==> src/rtl/byte_ls_seq.sv <==
module byte_ls_seq #(
  parameter int AW = 17
) (
  input  logic          clk,
  input  logic          rst_n,
  input  logic          req_valid,
  input  logic [AW-1:0] req_addr,
  input  logic [1:0]    req_size,
  input  logic          req_write,
  input  logic          req_signed,
  input  logic [31:0]   req_wdata,
  output logic [AW-1:0] ram_addr,
  output logic          ram_we,
  output logic [7:0]    ram_wdata,
  input  logic [7:0]    ram_rdata,
  output logic          busy,
  output logic          done,
  output logic [31:0]   rdata
);
  typedef enum logic [2:0] {S_IDLE, S_WR, S_RD, S_CAP, S_DONE} st_t;

  st_t          st;
  logic [AW-1:0] base;
  logic [1:0]   idx, last;
  logic [1:0]   sz;
  logic         sgn;
  logic [31:0]  wbuf, acc;
  logic [1:0]   req_last;
  logic [31:0]  req_aligned;

  always_comb begin
    case (req_size)
      2'b00:   begin req_last = 2'd0; req_aligned = {req_wdata[7:0], 24'd0}; end
      2'b01:   begin req_last = 2'd1; req_aligned = {req_wdata[15:0], 16'd0}; end
      default: begin req_last = 2'd3; req_aligned = req_wdata; end
    endcase
  end

  always_ff @(posedge clk or negedge rst_n) begin
    if (!rst_n) begin
      st <= S_IDLE; base <= '0; idx <= '0; last <= '0;
      sz <= '0; sgn <= 1'b0; wbuf <= '0; acc <= '0;
    end else begin
      case (st)
        S_IDLE: if (req_valid) begin
          base <= req_addr; idx <= '0; last <= req_last;
          sz <= req_size; sgn <= req_signed; wbuf <= req_aligned; acc <= '0;
          st <= req_write ? S_WR : S_RD;
        end
        S_WR: begin
          wbuf <= {wbuf[23:0], 8'd0};
          idx  <= idx + 2'd1;
          if (idx == last) st <= S_DONE;
        end
        S_RD: st <= S_CAP;
        S_CAP: begin
          acc <= {acc[23:0], ram_rdata};
          idx <= idx + 2'd1;
          st  <= (idx == last) ? S_DONE : S_RD;
        end
        default: st <= S_IDLE;
      endcase
    end
  end

  assign ram_addr  = base + AW'(idx);
  assign ram_we    = (st == S_WR);
  assign ram_wdata = wbuf[31:24];
  assign busy      = (st != S_IDLE);
  assign done      = (st == S_DONE);

  always_comb begin
    case (sz)
      2'b00:   rdata = {{24{sgn & acc[7]}}, acc[7:0]};
      2'b01:   rdata = {{16{sgn & acc[15]}}, acc[15:0]};
      default: rdata = acc;
    endcase
  end

  p_reset_quiet_r1: assert property (@(posedge clk) $rose(rst_n) |-> !busy && !done && !ram_we);
  p_hold_req_r2:    assert property (@(posedge clk) disable iff (!rst_n)
                      (busy && !done) |=> $stable(base) && $stable(sz));
  p_addr_step_r3:   assert property (@(posedge clk) disable iff (!rst_n)
                      (ram_we && $past(ram_we)) |-> ram_addr == $past(ram_addr) + AW'(1));
  p_we_store_r5:    assert property (@(posedge clk) disable iff (!rst_n)
                      ram_we |-> busy && !done);
  p_one_done_r10:   assert property (@(posedge clk) disable iff (!rst_n)
                      done |=> !done && !busy);
  p_rdata_hold_r10: assert property (@(posedge clk) disable iff (!rst_n)
                      (!busy && $past(done)) |-> $stable(rdata));
endmodule

==> config.mk <==
export PLATFORM = sky130hd
export DESIGN_NAME = byte_ls_seq
export DESIGN_NICKNAME = d
export VERILOG_FILES = /design/src/rtl/byte_ls_seq.sv
export SDC_FILE = /design/constraint.sdc
export NUM_CORES = 1
export LEC_CHECK = 0
export ABC_CLOCK_PERIOD_IN_PS = 2850
export BUFFER_PORTS_ARGS = -buffer_cell sky130_fd_sc_hd__buf_2
export CAP_MARGIN = 10
export CORE_UTILIZATION = 53
export CTS_CLUSTER_SIZE = 30
export DETAILED_ROUTE_END_ITERATION = 8
export MAX_ROUTING_LAYER = met4
export PLACE_DENSITY = 0.84
export SLEW_MARGIN = 20
export SYNTH_ARGS = -nofsm -noshare
export SYNTH_HDL_FRONTEND = slang
export SYNTH_SLANG_ARGS = --single-unit
==> constraint.sdc <==
create_clock -name clk -period 2.85 [get_ports clk]
set_clock_uncertainty 0.2 [all_clocks]
set_input_delay 0.57 -clock clk [delete_from_list [all_inputs] [get_ports clk]]
set_output_delay 0.57 -clock clk [all_outputs]
set_load 0.005 [all_outputs]
[Yosys cells after proc, flatten, opt, wreduce, memory -nomap -nowiden]
Index checks and enable logic that the tools add are counted.
Word-level totals
  flip-flop bits (word level): 91
  bits of input ports: 64
  output and inout port bits: 60
  word-level logic and storage cells: 48
Operators by class
  add/sub/neg operators: 2
  equality and inequality tests: 9
  multiplexer cells: 14
  bitwise gates (word level): 2
  reduce and logical (&&, ||, !) cells: 13
Operator list (number)
  32-bit one-hot mux with 2 select lines: 4
  32-bit two-way mux: 2
  17-bit by 2-bit adder with 17-bit output: 1
  3-bit one-hot mux with 4 select lines: 1
  2-bit AND reduction: 5
  3-bit two-way mux: 3
  2-bit one-hot mux with 2 select lines: 2
  3-bit by 2-bit == test with 1-bit output (second input constant): 2
  2-bit nonzero test: 3
  2-bit by 1-bit == test with 1-bit output (second input constant): 2
  2-bit zero test: 2
  2-bit two-way mux: 2
  3-bit by 1-bit == test with 1-bit output (second input constant): 1
  3-bit == test (second input constant): 1
  3-bit zero test: 1
  3-bit nonzero test: 1
  2-bit by 1-bit adder with 2-bit output (second input constant): 1
  1-bit AND: 2
  2-bit == test: 1
  2-bit by 1-bit != test with 1-bit output (second input constant): 1
  2-bit != test (second input constant): 1
  2-bit OR reduction: 1

[Longest topological paths before layout]
  depth in word-level cells: 4
  gate-level depth with buffers: 8
  gate-level depth less buffers: 7

[Worst setup path before layout]
OpenSTA, ideal clock, no wires.
  path type: register to output
  from: reg idx[0]
  to: out ram_addr[10]
  arrival time: 1.703 ns
  data required time: 2.080 ns
  path slack: 0.377 ns
  stages on the path, launching flop included: 8
  path buffers: 0
  path through: dfrtp_1 -> ha_1 -> inv_1 -> fa_1 -> nor2b_1 -> and3_1 -> nand4_1 -> xnor2_1
On the way
  longest elaborated chain between the ends: 1
RTL lines
  start, declared: line 24  | logic [1:0] idx, last;
  start signal, assigned: line 52  | idx <= idx + 2'd1;
  start signal, assigned: line 58  | idx <= idx + 2'd1;
  17-bit by 2-bit adder with 17-bit output: line 66  | assign ram_addr = base + AW'(idx);
  end, declared: line 12  | output logic [AW-1:0] ram_addr,
No other way between the ends.

[Final worst setup path]
Ends and elaborated chain as after synthesis.

==> flow_metrics.env <==
export IMPL_status="complete, but fails checks"
export IMPL_violations="setup timing"
export IMPL_worstRegToRegCells=4
export IMPL_r2r_slack_ps=770
export IMPL_hp_start="req_addr[10]"
export IMPL_vias=3820
export IMPL_synthTopCellsByArea="dfrtp_1, nand2_1, a22o_1"
export IMPL_critical_path_top_delay_family="adder cells"
export IMPL_fin_ws_ps=-2.91
export IMPL_gp_congestion=0.830
export IMPL_slew_headroom=0.588
export IMPL_clk_pin_slew_ps=100
export IMPL_placed_cells=657
export IMPL_antenna_cells=0
export IMPL_synthAdderAreaFrac=0.00993
export IMPL_synth_edf_count=0
export IMPL_hold_path_cell_count=3
export IMPL_htreeDepth=3
export IMPL_wl_um=10700
export IMPL_worstSetupStartpointType="flop"
export IMPL_tightest_slew_ps=618
export IMPL_worstSetupPathType="flop to output pin"
export IMPL_hpwl_um=7330
export IMPL_nNetsFinal=635
export IMPL_r2r_start="st[2]"
export IMPL_final_util=0.650
export IMPL_finalHoldViolCount=0
export IMPL_muxShareOfSynthArea=0.0397
export IMPL_syn_nets=532
export IMPL_synth_distinct_cells=41
export IMPL_port_buffers=123
export IMPL_worstPathRequired_ps=2080
export IMPL_rsz0062_at_grt="true"
export IMPL_postSynth_asyncResetShare=1.00
export IMPL_synthSimpleGateAreaFrac=0.166
export IMPL_ios=124
export IMPL_wl_per_cell_um=15.7
export IMPL_finalCritPeriodShare=1.00
export IMPL_power_w=0.00567
export IMPL_ir_worst_vdd_v=0.000439
export IMPL_cp_cell_sequence="ha_2 -> inv_2 -> fa_2 -> nor2b_2 -> and3_4 -> nand4_1 -> xnor2_1 -> buf_2"
export IMPL_area_growth_pct=18.5
export IMPL_avgSynthCellArea_um2=9.75
export IMPL_cts_tree="done"
export IMPL_p_per_area_nw_per_um2=1060
export IMPL_ys_ff_latch=91
export IMPL_clockBufferDepth=2
export IMPL_worstSkewPairLatency_ps=350
export IMPL_synthTopCellsByCount="nand2_1, dfrtp_1, a22o_1"
export IMPL_antenna_left=0
export IMPL_cap_violations=0
export IMPL_die_area_um2=8930
export IMPL_hold_class="primary input to flop"
export IMPL_synth_xor_area_share=0.0348
export IMPL_timing_rr_end="wbuf[29]"
export IMPL_routed_via_density=5.64
export IMPL_yosysWarnings=0
export IMPL_period_minus_slack_ps=2850
export IMPL_slowest_stage="dfrtp_1"
export IMPL_dp_slack_ps=101
export IMPL_seq_area_frac_synth=0.502
export IMPL_fmax_mhz=351
export IMPL_crit_fanout=5
export IMPL_synth_main_ff_cell="dfrtp_1"
export IMPL_overflow=0
export IMPL_critical_path_arrival_ps=2080
export IMPL_antenna_found_initial=0
export IMPL_yosysTopAreaCell="dfrtp_1"
export IMPL_setup_violations=1
export IMPL_synth_cells=465
export IMPL_grt_usage=0.260
export IMPL_coreArea_um2=8260
export IMPL_cpPeakStageDelay_ps=370
export IMPL_synth_top_area_frac=0.502
export IMPL_drv_slew=0
export IMPL_drive_gt1_frac=0.309
export IMPL_hold_end="base[10]"
export IMPL_drt_iter0_drc=236
export IMPL_syn_area_um2=4530
export IMPL_num_rows=33
export IMPL_finalNonFillerCells=677
export IMPL_synth_most_common_cell="nand2_1"
export IMPL_die_h_um=94.5
export IMPL_first_global_vias=3695
export IMPL_drc=0
export IMPL_cp_num_buf_inv=2
export IMPL_grt_max_degree=38
export IMPL_synth_top_family_by_area="compound AO/OA/AOI/OAI gates"
export IMPL_die_w_um=94.5
export IMPL_numCtsBuffers=9
export IMPL_synth_compound_area_frac=0.175
export IMPL_p_leak_nw=2.89
export IMPL_clock_sinks=91
export IMPL_initial_core_util=0.549
export IMPL_grt_pass1_wl_um=17400
export IMPL_ctsRootBufferMaster="clkbuf_8"
export IMPL_drt_first_pass_iters=6
export IMPL_end_kind="output pin"
[sequential cells by signal (all words and copies together), names as in the netlist]
register	cells
last	2
st	3
sgn	1
sz	2
wbuf	32
base	17
acc	32
idx	2
[cell families (layout without fill, tap and decap cells)]
group,count (synthesis),after routing
multiplexers,17,17
adder cells (fa/ha/maj),3,3
XOR/XNOR,18,18
AND/OR/NAND/NOR,169,169
flip-flops,91,91
AO/OA/AOI/OAI,114,114
buffers and inverters,53,160
[report_power, final]
group | leakage (nW) | internal (W) | switching [W]
clock | 0.102 | 0.000514 | 0.000447
combinational | 1.63 | 0.00108 | 0.00127
sequential | 1.16 | 0.00186 | 0.000505
total | 2.89 | 0.00345 | 0.00222
[layer usage]
layer / global-route usage / wire, um / up-vias
met3: 0.0483 / 621 / 17
met5: - / 0 / -
met4: 0.0846 / 158 / 0
met1: 0.346 / 4620 / 1868
met2: 0.406 / 5250 / 138
li1: - / - / 1797
[placed cells by master (no fill, tap or decap), drive strengths merged, types with 2 or more instances in the layout]
cell and count:
buf 137, nand2 118, dfrtp 91, a22o 32, a21oi 23, o21ai 20, a21o 19, nor2 18
xnor2 15, nand3 12, clkbuf 11, mux2i 9, mux2 8, o22ai 8, a22oi 8, inv 6
nand4 5, nor3b 4, xor2 3, a32o 3, and3 3, bufinv 2, clkinvlp 2, ha 2
[per-stage QoR]
stage                     setup TNS [ps]  instance area [um^2]  hold WS [ps]
after floorplan                        0                  4530          74.4
after global placement                 0                  5090           247
after detailed placement               0                  5090           262
after CTS                         -0.827                  5340           185
after global routing                -247                  5370           194
final                              -2.91                  5370           194
[layout make-up]
cell class	instances	area, um^2
well taps	105	131
clock inverters	4	75.1
repair buffers	138	746
multi-input cells	321	1970
fillers	704	2890
flip-flops and latches	91	2280
clock buffers	11	141
inverters	7	31.3
[what timing repair did]
action / CTS / global route
hold endpoints to repair: 31 / 0
resized for setup: 4 / 5
endpoints found under the setup margin: 5 / 23
buffers inserted: 2 / 2
hold buffers: 1 / 0
pin swaps: 0 / 1
[worst max-delay path by stage]
| stage | start | cells after the start | endpoint | slack [ps] |
|---|---|---|---|---|
| floorplan | idx[0] | 7 | ram_addr[10] | 380 |
| global placement | idx[0] | 8 | ram_addr[10] | 180 |
| detailed placement | idx[0] | 8 | ram_addr[10] | 100 |
| CTS | base[0] | 8 | ram_addr[10] | -0.8 |
| global route | idx[0] | 8 | ram_addr[10] | -100 |
| finish | idx[0] | 8 | ram_addr[10] | -3 |
[worst min-delay path: cells and delay by family]
| family | cells | cell delay (ps) |
|---|---|---|
| buf+inv | 1 | 80 |
| simple gates | 2 | 90 |
Note: power is estimated with default switching activity, not from simulation.
